File: src/rtl/sar_adc_pkg.sv
package sar_adc_pkg;
  localparam int unsigned OFS_DATA = 32'h00;
  localparam int unsigned OFS_STAT = 32'h04;
  localparam int unsigned OFS_CTRL = 32'h08;
  localparam int unsigned OFS_DLY  = 32'h0C;
  localparam int unsigned CH_W     = 3;
  localparam int unsigned CTRL_PWR = 3;
  localparam int unsigned CTRL_IEN = 5;
  localparam int unsigned CTRL_IST = 6;
  typedef enum logic [1:0] {SEQ_IDLE, SEQ_WAIT, SEQ_CONV} seq_state_e;
endpackage

File: src/rtl/sar_adc_seq.sv
module sar_adc_seq
  import sar_adc_pkg::*;
#(
  parameter int unsigned DLY_W = 6
) (
  input  logic             clk_i,
  input  logic             rst_ni,
  input  logic             go_i,
  input  logic             abort_i,
  input  logic [DLY_W-1:0] dly_i,
  input  logic             conv_done_i,
  output logic             busy_o,
  output logic             eng_start_o
);
  seq_state_e       state_q;
  logic [DLY_W-1:0] cnt_q;

  always_ff @(posedge clk_i or negedge rst_ni) begin
    if (!rst_ni) begin
      state_q <= SEQ_IDLE;
      cnt_q   <= '0;
    end else if (abort_i) begin
      state_q <= SEQ_IDLE;
      cnt_q   <= '0;
    end else begin
      unique case (state_q)
        SEQ_IDLE: if (go_i) begin
          state_q <= SEQ_WAIT;
          cnt_q   <= dly_i;
        end
        SEQ_WAIT: begin
          if (cnt_q == '0) state_q <= SEQ_CONV;
          else             cnt_q   <= cnt_q - 1'b1;
        end
        SEQ_CONV: if (conv_done_i) state_q <= SEQ_IDLE;
        default: state_q <= SEQ_IDLE;
      endcase
    end
  end

  assign busy_o      = (state_q != SEQ_IDLE);
  assign eng_start_o = (state_q == SEQ_WAIT) && (cnt_q == '0) && !abort_i;
endmodule

File: src/rtl/sar_adc_engine.sv
module sar_adc_engine #(
  parameter int unsigned RES_W = 10
) (
  input  logic             clk_i,
  input  logic             rst_ni,
  input  logic             start_i,
  input  logic             abort_i,
  input  logic             cmp_i,
  output logic [RES_W-1:0] dac_code_o,
  output logic             done_o,
  output logic [RES_W-1:0] result_o
);
  localparam int unsigned IDX_W = (RES_W > 1) ? $clog2(RES_W) : 1;

  logic             active_q;
  logic [IDX_W-1:0] idx_q;
  logic [RES_W-1:0] acc_q;
  logic [RES_W-1:0] trial;

  assign trial      = active_q ? (acc_q | (RES_W'(1) << idx_q)) : '0;
  assign dac_code_o = trial;
  assign result_o   = cmp_i ? trial : acc_q;
  assign done_o     = active_q && (idx_q == '0);

  always_ff @(posedge clk_i or negedge rst_ni) begin
    if (!rst_ni) begin
      active_q <= 1'b0;
      idx_q    <= '0;
      acc_q    <= '0;
    end else if (abort_i) begin
      active_q <= 1'b0;
      idx_q    <= '0;
      acc_q    <= '0;
    end else if (start_i) begin
      active_q <= 1'b1;
      idx_q    <= IDX_W'(RES_W - 1);
      acc_q    <= '0;
    end else if (active_q) begin
      acc_q <= result_o;
      if (idx_q == '0) active_q <= 1'b0;
      else             idx_q    <= idx_q - 1'b1;
    end
  end
endmodule

File: src/rtl/sar_adc_ctrl.sv
module sar_adc_ctrl
  import sar_adc_pkg::*;
#(
  parameter int unsigned RES_W  = 10,
  parameter int unsigned DLY_W  = 6,
  parameter int unsigned ADDR_W = 8,
  parameter int unsigned DATA_W = 32
) (
  input  logic              clk_i,
  input  logic              rst_ni,
  input  logic              psel_i,
  input  logic              penable_i,
  input  logic              pwrite_i,
  input  logic [ADDR_W-1:0] paddr_i,
  input  logic [DATA_W-1:0] pwdata_i,
  output logic [DATA_W-1:0] prdata_o,
  output logic              pready_o,
  output logic [RES_W-1:0]  dac_code_o,
  input  logic              cmp_i,
  output logic [CH_W-1:0]   chan_sel_o,
  output logic              adc_pwr_o,
  output logic              irq_o
);
  logic [RES_W-1:0] data_q;
  logic [CH_W-1:0]  chan_q;
  logic             pwr_q, ien_q, ist_q;
  logic [DLY_W-1:0] dly_q;

  logic             wr_en, ctrl_wr, dly_wr, abort, go, busy;
  logic             eng_start, eng_done;
  logic [RES_W-1:0] eng_result;

  assign wr_en   = psel_i && penable_i && pwrite_i;
  assign ctrl_wr = wr_en && (paddr_i == ADDR_W'(OFS_CTRL));
  assign dly_wr  = wr_en && (paddr_i == ADDR_W'(OFS_DLY));
  assign abort   = ctrl_wr && busy && (pwdata_i == '0);
  assign go      = ctrl_wr && !busy && pwdata_i[CTRL_PWR];

  sar_adc_seq #(.DLY_W(DLY_W)) i_seq (
    .clk_i       (clk_i),
    .rst_ni      (rst_ni),
    .go_i        (go),
    .abort_i     (abort),
    .dly_i       (dly_q),
    .conv_done_i (eng_done),
    .busy_o      (busy),
    .eng_start_o (eng_start)
  );

  sar_adc_engine #(.RES_W(RES_W)) i_engine (
    .clk_i      (clk_i),
    .rst_ni     (rst_ni),
    .start_i    (eng_start),
    .abort_i    (abort),
    .cmp_i      (cmp_i),
    .dac_code_o (dac_code_o),
    .done_o     (eng_done),
    .result_o   (eng_result)
  );

  always_ff @(posedge clk_i or negedge rst_ni) begin
    if (!rst_ni) begin
      data_q <= '0;
      chan_q <= '0;
      pwr_q  <= 1'b0;
      ien_q  <= 1'b0;
      ist_q  <= 1'b0;
      dly_q  <= '0;
    end else begin
      if (ctrl_wr) begin
        if (abort) begin
          chan_q <= '0;
          pwr_q  <= 1'b0;
          ien_q  <= 1'b0;
          ist_q  <= 1'b0;
        end else if (busy) begin
          ien_q <= pwdata_i[CTRL_IEN];
        end else begin
          chan_q <= pwdata_i[CH_W-1:0];
          pwr_q  <= pwdata_i[CTRL_PWR];
          ien_q  <= pwdata_i[CTRL_IEN];
          ist_q  <= ist_q && pwdata_i[CTRL_IST];
        end
      end
      // completion wins over a busy-time enable write, loses to a cancel
      if (eng_done && !abort) begin
        data_q <= eng_result;
        ist_q  <= 1'b1;
      end
      if (dly_wr) dly_q <= pwdata_i[DLY_W-1:0];
    end
  end

  always_comb begin
    prdata_o = '0;
    unique case (paddr_i)
      ADDR_W'(OFS_DATA): prdata_o = DATA_W'(data_q);
      ADDR_W'(OFS_STAT): prdata_o = DATA_W'(busy);
      ADDR_W'(OFS_CTRL): begin
        prdata_o[CH_W-1:0] = chan_q;
        prdata_o[CTRL_PWR] = pwr_q;
        prdata_o[CTRL_IEN] = ien_q;
        prdata_o[CTRL_IST] = ist_q;
      end
      ADDR_W'(OFS_DLY):  prdata_o = DATA_W'(dly_q);
      default:           prdata_o = '0;
    endcase
  end

  assign pready_o   = 1'b1;
  assign chan_sel_o = chan_q;
  assign adc_pwr_o  = pwr_q;
  assign irq_o      = ist_q && ien_q;
endmodule

File: config.mk
export PLATFORM = sky130hd
export DESIGN_NAME = sar_adc_ctrl
export DESIGN_NICKNAME = d
export VERILOG_FILES = /design/src/rtl/sar_adc_pkg.sv /design/src/rtl/sar_adc_seq.sv /design/src/rtl/sar_adc_engine.sv /design/src/rtl/sar_adc_ctrl.sv
export SDC_FILE = /design/constraint.sdc
export NUM_CORES = 1
export LEC_CHECK = 0
export ABC_AREA = 1
export ABC_CLOCK_PERIOD_IN_PS = 1570
export BUFFER_PORTS_ARGS = -buffer_cell sky130_fd_sc_hd__buf_2
export CORE_ASPECT_RATIO = 1.25
export CORE_MARGIN = 2
export CORE_UTILIZATION = 45
export CTS_CLUSTER_DIAMETER = 30
export DETAILED_ROUTE_END_ITERATION = 8
export PLACE_DENSITY = 0.83
export SLEW_MARGIN = 0
export SYNTH_ARGS = -nofsm -noshare
export SYNTH_HDL_FRONTEND = slang
export SYNTH_SLANG_ARGS = --single-unit
File: constraint.sdc
create_clock -name clk_i -period 1.57 [get_ports clk_i]
set_clock_uncertainty 0.1 [all_clocks]
set_input_delay 0.314 -clock clk_i [delete_from_list [all_inputs] [get_ports clk_i]]
set_output_delay 0.314 -clock clk_i [all_outputs]
set_load 0.01 [all_outputs]
### Word level (Yosys, flattened, before mapping)

Index checks and enable logic that the tools add are counted.

| word-level totals | value |
|---|---|
| flip-flop bits (word level) | 45 |
| output and inout port bits | 48 |

| cells by class | value |
|---|---|
| add/subtract/negate cells | 2 |
| equal/unequal tests | 12 |
| shift operators | 1 |
| muxes and demuxes | 35 |
| bitwise logic cells | 1 |
| reduce and logical (&&, ||, !) cells | 30 |

Operators by type and width:

| kind | number |
|---|---|
| 10-bit two-way mux | 5 |
| 32-bit zero test | 1 |
| 6-bit two-way mux | 3 |
| 8-bit by 4-bit == test with 1-bit output, second input constant | 2 |
| 4-bit two-way mux | 4 |
| 4-bit one-hot mux with 4 select lines | 1 |
| 1-bit logical AND | 14 |
| 3-bit by 2-bit inequality test with 1-bit output, second input constant | 4 |
| 2-bit one-hot mux with 3 select lines | 2 |
| 6-bit one-hot mux with 2 select lines | 1 |
| 1-bit two-way mux | 11 |
| 10-bit OR | 1 |
| 1-bit by 4-bit left shift with 10-bit output, first input constant | 1 |
| 3-bit two-way mux | 3 |
| 8-bit by 3-bit == test with 1-bit output, second input constant | 1 |
| 8-bit zero test | 1 |
| 2-bit two-way mux | 4 |
| 6-bit zero test | 1 |
| 2-bit AND reduction | 3 |
| 3-bit AND reduction | 2 |
| 3-bit nonzero test | 2 |
| 6-bit by 1-bit subtractor with 6-bit output, second input constant | 1 |
| 4-bit zero test | 1 |
| 2-bit nonzero test | 2 |
| 9 further kinds | 10 |

### Depth between registers and ports, before layout

| depth | value |
|---|---|
| depth after elaboration | 9 |
| gate-level depth with buffers | 10 |
| mapped depth without buffers | 10 |

### Cells and area by module

Synthesis repeated with hierarchy kept, for this count alone.

| unflattened totals | value |
|---|---|
| cell total of the unflattened synthesis | 468 |
| area, all modules | 3268.1 um^2 |

Modules (own cells, without submodules):

| module | times used | cells each | area each (um^2) |
|---|---|---|---|
| sar_adc_ctrl | 1 | 230 | 1564.0 |
| sar_adc_engine | 1 | 157 | 1149.9 |
| sar_adc_seq | 1 | 81 | 554.3 |

### Worst setup path after synthesis

No wires, ideal clock.

| timing path | value |
|---|---|
| path kind | register -> register |
| start point | reg i_engine.idx_q[0] |
| end point | reg i_engine.acc_q[0] |
| library setup time | 66 ps |
| data arrival time | 1528 ps |
| required time | 1404 ps |
| slack | -124 ps |
| stages on the path, launching flop included | 11 |
| buffers on the path | 0 |
| clock period less this slack | 1694 ps |
| cell sequence | dfrtp_1 inv_1 ha_1 nand2_1 nor2_2 nand2_1 o21ai_0 o21ai_0 a21oi_1 nand3_1 nand2_1 |

| between the ends | value |
|---|---|
| longest elaborated chain between the ends | 7 |

RTL lines:

| element | RTL line | source |
|---|---|---|
| start, declared | sar_adc_engine.sv:16 | `logic [IDX_W-1:0] idx_q;` |
| start signal, assigned | sar_adc_engine.sv:36 | `idx_q <= IDX_W'(RES_W - 1);` |
| start signal, assigned | sar_adc_engine.sv:41 | `else idx_q <= idx_q - 1'b1;` |
| 1-bit by 4-bit left shift with 10-bit output | sar_adc_engine.sv:20 | `assign trial = active_q ? (acc_q \| (RES_W'(1) << idx_q)) : '0;` |
| 10-bit OR | sar_adc_engine.sv:20 |  |
| 10-bit two-way mux | sar_adc_engine.sv:20 |  |
| named net dac_code_o[0] | sar_adc_ctrl.sv:18 | `output logic [RES_W-1:0] dac_code_o,` |
| 10-bit two-way mux | sar_adc_engine.sv:22 | `assign result_o = cmp_i ? trial : acc_q;` |
| 10-bit two-way mux | sar_adc_engine.sv:38 | `end else if (active_q) begin` |
| 10-bit two-way mux | sar_adc_engine.sv:34 | `end else if (start_i) begin` |
| 10-bit two-way mux | sar_adc_engine.sv:30 | `end else if (abort_i) begin` |
| end signal, assigned | sar_adc_engine.sv:39 | `acc_q <= result_o;` |
| end, declared | sar_adc_engine.sv:17 | `logic [RES_W-1:0] acc_q;` |

The timed path passes the listed nets, and every way through them passes these cells. The select of a mux whose other input is x is not followed.
A chain may end at the register's enable or synchronous reset.

### Worst setup path in the final report

| timing path | value |
|---|---|
| start point | reg i_engine.idx_q[1] |
| end point | reg i_seq.state_q[1] |

| between the ends | value |
|---|---|
| longest elaborated chain between the ends | 4 |

RTL lines:

| element | RTL line | source |
|---|---|---|
| 4-bit zero test | sar_adc_engine.sv:23 | `assign done_o = active_q && (idx_q == '0);` |
| 1-bit logical AND | sar_adc_engine.sv:23 |  |
| 3-bit by 2-bit inequality test with 1-bit output (no source line) | - |  |
| 3-bit AND reduction (no source line) | - |  |
| end signal, assigned | sar_adc_seq.sv:32 | `if (cnt_q == '0) state_q <= SEQ_CONV;` |
| end signal, assigned | sar_adc_seq.sv:35 | `SEQ_CONV: if (conv_done_i) state_q <= SEQ_IDLE;` |
| end signal, assigned | sar_adc_seq.sv:36 | `default: state_q <= SEQ_IDLE;` |
| end, declared | sar_adc_seq.sv:15 | `seq_state_e state_q;` |

Every way passes these cells.

==> summary.md <==
| Metric | Value |
|---|---|
| LEAKAGE | approximately 2.4 nW |
| R2R setup slack | -0.35 ns |
| Worst skew pair latency | approximately 0.31 ns |
| Fin util | 0.707 |
| Failing checks | setup timing |
| CP arrival | between 2 and 2.5 ns |
| Fin crit period | just under 2 ns |
| Crit path capture type | flip-flop |
| # setup viols final | 56 |
| Initial core utilization | 0.459 |
| GR Layer Usage met2 | 0.533 |
| Final #Nets | around 650 |
| H-tree depth | 2 |
| DRT Pass-1 Iters | 5 |
| Placed insts | about 640 |
| Seq/Total Area, Yosys | 0.358 |
| Filler cell count | 465 |
| Syn-to-layout area delta | 53.8% |
| DP HPWL | around 6900 um |
| Antenna violations before repair | 0 |
| Number of port buffers | 70 |
| PnR Total Power | about 2.6 mW |
| Die area | approximately 7700 um2 |
| Cell area after synthesis | about 3100 um2 |
| Post-DR vias/cell | about 5.6 |
| Syn avg cell area | between 7 and 8 um2 |
| Status | complete, but fails checks |
| Yosys reg bits | 45 |
| FP Rows | 34 |
| Final Cycle Share | 1.22 |
| End point of the critical path | i_seq.state_q[1] |
| TritonCTS clock tree | yes |
| Worst Setup SP | i_engine.idx_q[1] |
| Vias in the first global route | about 3800 |
| Grt met3 use | 0.0539 |
| RSZ-0062 raised after global routing | yes |
| Ports | between 90 and 100 |
| VDD IR max | 531 uV |
| Total GRT Usage | 0.308 |
| CP Data Required Time | between 1.5 and 2 ns |
| Register area | roughly 1100 um2 |
| Hold crit path type | in -> reg |
| Sink Count | 45 |
| Post-synthesis async set-or-reset flop share | 1.00 |
| Per-cell routed wire length | approximately 17 um |
| 1st-iter DRT viols | 354 |
| GPL Wtd Cong | 0.960 |
| Final Slew Violations | 0 |
| Hold WS | approximately 0.2 ns |
| First-pass GRT wire length | ~19000 um |
| Clock buffer count from CTS | 5 |
| EDFF count, synth | 0 |
| Multi-input gate area | 2010 um2 |
| Register clock-pin slew on the reported worst setup and hold paths | about 0.09 ns |
| Worst r2r dst | i_seq.state_q[1] |
| Antenna Cells | 0 |
| Root Driver | clkbuf_8 |
| Via count | 3860 |
| Post-route setup slack | -0.351 ns |
| Cell variety after synth | 30 |
| Global routing's busiest layer | met2 |
| Maximum Capacitance Violations | 0 |
| CP Max Fanout | 3 |
| Worst R2R Start | i_engine.idx_q[1] |
| Max clock buf depth | 2 |
| Antenna viol nets, final | 0 |
| Residual DRC count | 0 |
| Die X | around 80 um |
| Synthesized instance count | ~450 |
| Worst Setup Start Kind | flip-flop |
| Grt ovf | 0 |
| Ys Warns | 0 |
| Largest net degree at the start of global routing | 31 |
| WS Path Type | reg -> reg |
| R2R depth | 12 |
| Final Hold Fails | 0 |
| Core footprint | between 6000 and 7000 um2 |
| Ys flop type | dfrtp_1 |
| Global routing usage on met1 | 0.352 |
| Die Height | roughly 100 um |
| Power Dens Cells | about 540 nW/um2 |
| Share of layout cells above drive strength 1 | 0.453 |
| Final wirelength | 11700 um |
| F_max | around 0.52 GHz |
| Non-filler instance count after layout | 686 |
[worst min path at each step]
stage,end,start,cells after the start
2_1_floorplan,adc_pwr_o,rst_ni,0
3_3_place_gp,i_engine.acc_q[9],rst_ni,1
3_5_place_dp,i_engine.acc_q[9],rst_ni,1
4_1_cts,chan_sel_o[2],pwdata_i[2],3
5_1_grt,dly_q[4],pwdata_i[4],3
6_report,chan_sel_o[1],pwdata_i[1],3
[synthesized netlist by cell type, types with 4 or more instances]
library cell / n / area, um2
inv_1: 50 / 188
nand2_1: 114 / 428
clkbuf_1: 6 / 22.5
o21ai_0: 35 / 175
nand3_1: 27 / 135
nor2_2: 4 / 25.0
ha_1: 6 / 75.1
nand2_4: 4 / 45.0
nor2_1: 44 / 165
nor2_4: 5 / 56.3
buf_4: 24 / 180
nand4_1: 30 / 188
a21oi_1: 31 / 155
dfrtp_1: 45 / 1130
[per-stage QoR]
step	cell area, um2	setup slack (ns)	setup TNS, ns
floorplan	3230	-0.0109	-0.0109
global route	4840	-0.399	-14.52
CTS	4670	-0.292	-7.41
finish	4840	-0.351	-10.85
detailed placement	3870	-0.363	-11.01
global placement	3870	-0.353	-6.71
[power by group]
part	internal [mW]	total (mW)	switching, mW
Clock	0.464	0.887	0.423
Sequential	1.20	1.24	0.0394
Combinational	0.218	0.503	0.286
Total	1.88	2.63	0.748
[layout make-up]
class	count	area share
timing repair buffer	158	0.268
clock inverter	2	0.00724
tap	90	0.0233
inverter	51	0.0396
sequential	45	0.233
clock buffer	5	0.0142
multi-input combinational	335	0.415
[cells by family after synthesis]
family / synth area share
fa+ha+maj: 0.0239
buf+inv: 0.145
compound gates: 0.123
xor+xnor: 0.00278
simple gates: 0.346
other cells: 0.00239
flops: 0.358
[metal layers]
layer / up-vias / routed length [um]
li1: 1718 / -
met1: 1788 / 4180
met2: 287 / 5980
met3: 67 / 956
met4: 0 / 622
met5: - / 0
[flip-flops by register name, indices dropped and copies added (netlist names), 2 cells and up]
name / count
chan_sel_o: 3
i_engine.idx_q: 4
i_seq.state_q: 2
i_engine.acc_q: 10
dly_q: 6
i_seq.cnt_q: 6
data_q: 10
[placed cells by master, fill, tap and decap left out, types with 5 or more instances in the layout]
cell type  Yosys  final
a21oi_1       31     19
a21oi_2        0     12
buf_12         0      5
buf_2          3     62
buf_4         24     59
buf_6          3     25
clkbuf_8       0      5
conb_1         2     23
dfrtp_1       45     44
ha_4           0      5
inv_1         50     34
inv_2          1     17
nand2_1      114     91
nand2_2        0     22
nand3_1       27      9
nand3_2        2     17
nand4_1       30     30
nor2_1        44     37
nor2_2         4      7
nor2_4         5      9
o21ai_0       35     19
o21ai_1        0     12
[critical path, cell delays in order, from the launching register on]
cell and delay (ns):
dfrtp_1 0.40, inv_2 0.12, ha_4 0.18, nand2_4 0.05, nor2_4 0.11, nand2_2 0.07
buf_4 0.13, buf_4 0.12, buf_4 0.12, buf_4 0.13, buf_4 0.12, nand4_1 0.08
nand2_1 0.07
[what timing repair did]
item,CTS,global route
setup buffers,26,9
resized for setup,100,47
endpoints found under the setup margin,46,59
pin swaps,44,36
hold buffers,1,0
endpoints found under the hold margin,15,0
cloned,5,1
Power figures use the tool's default switching activity.
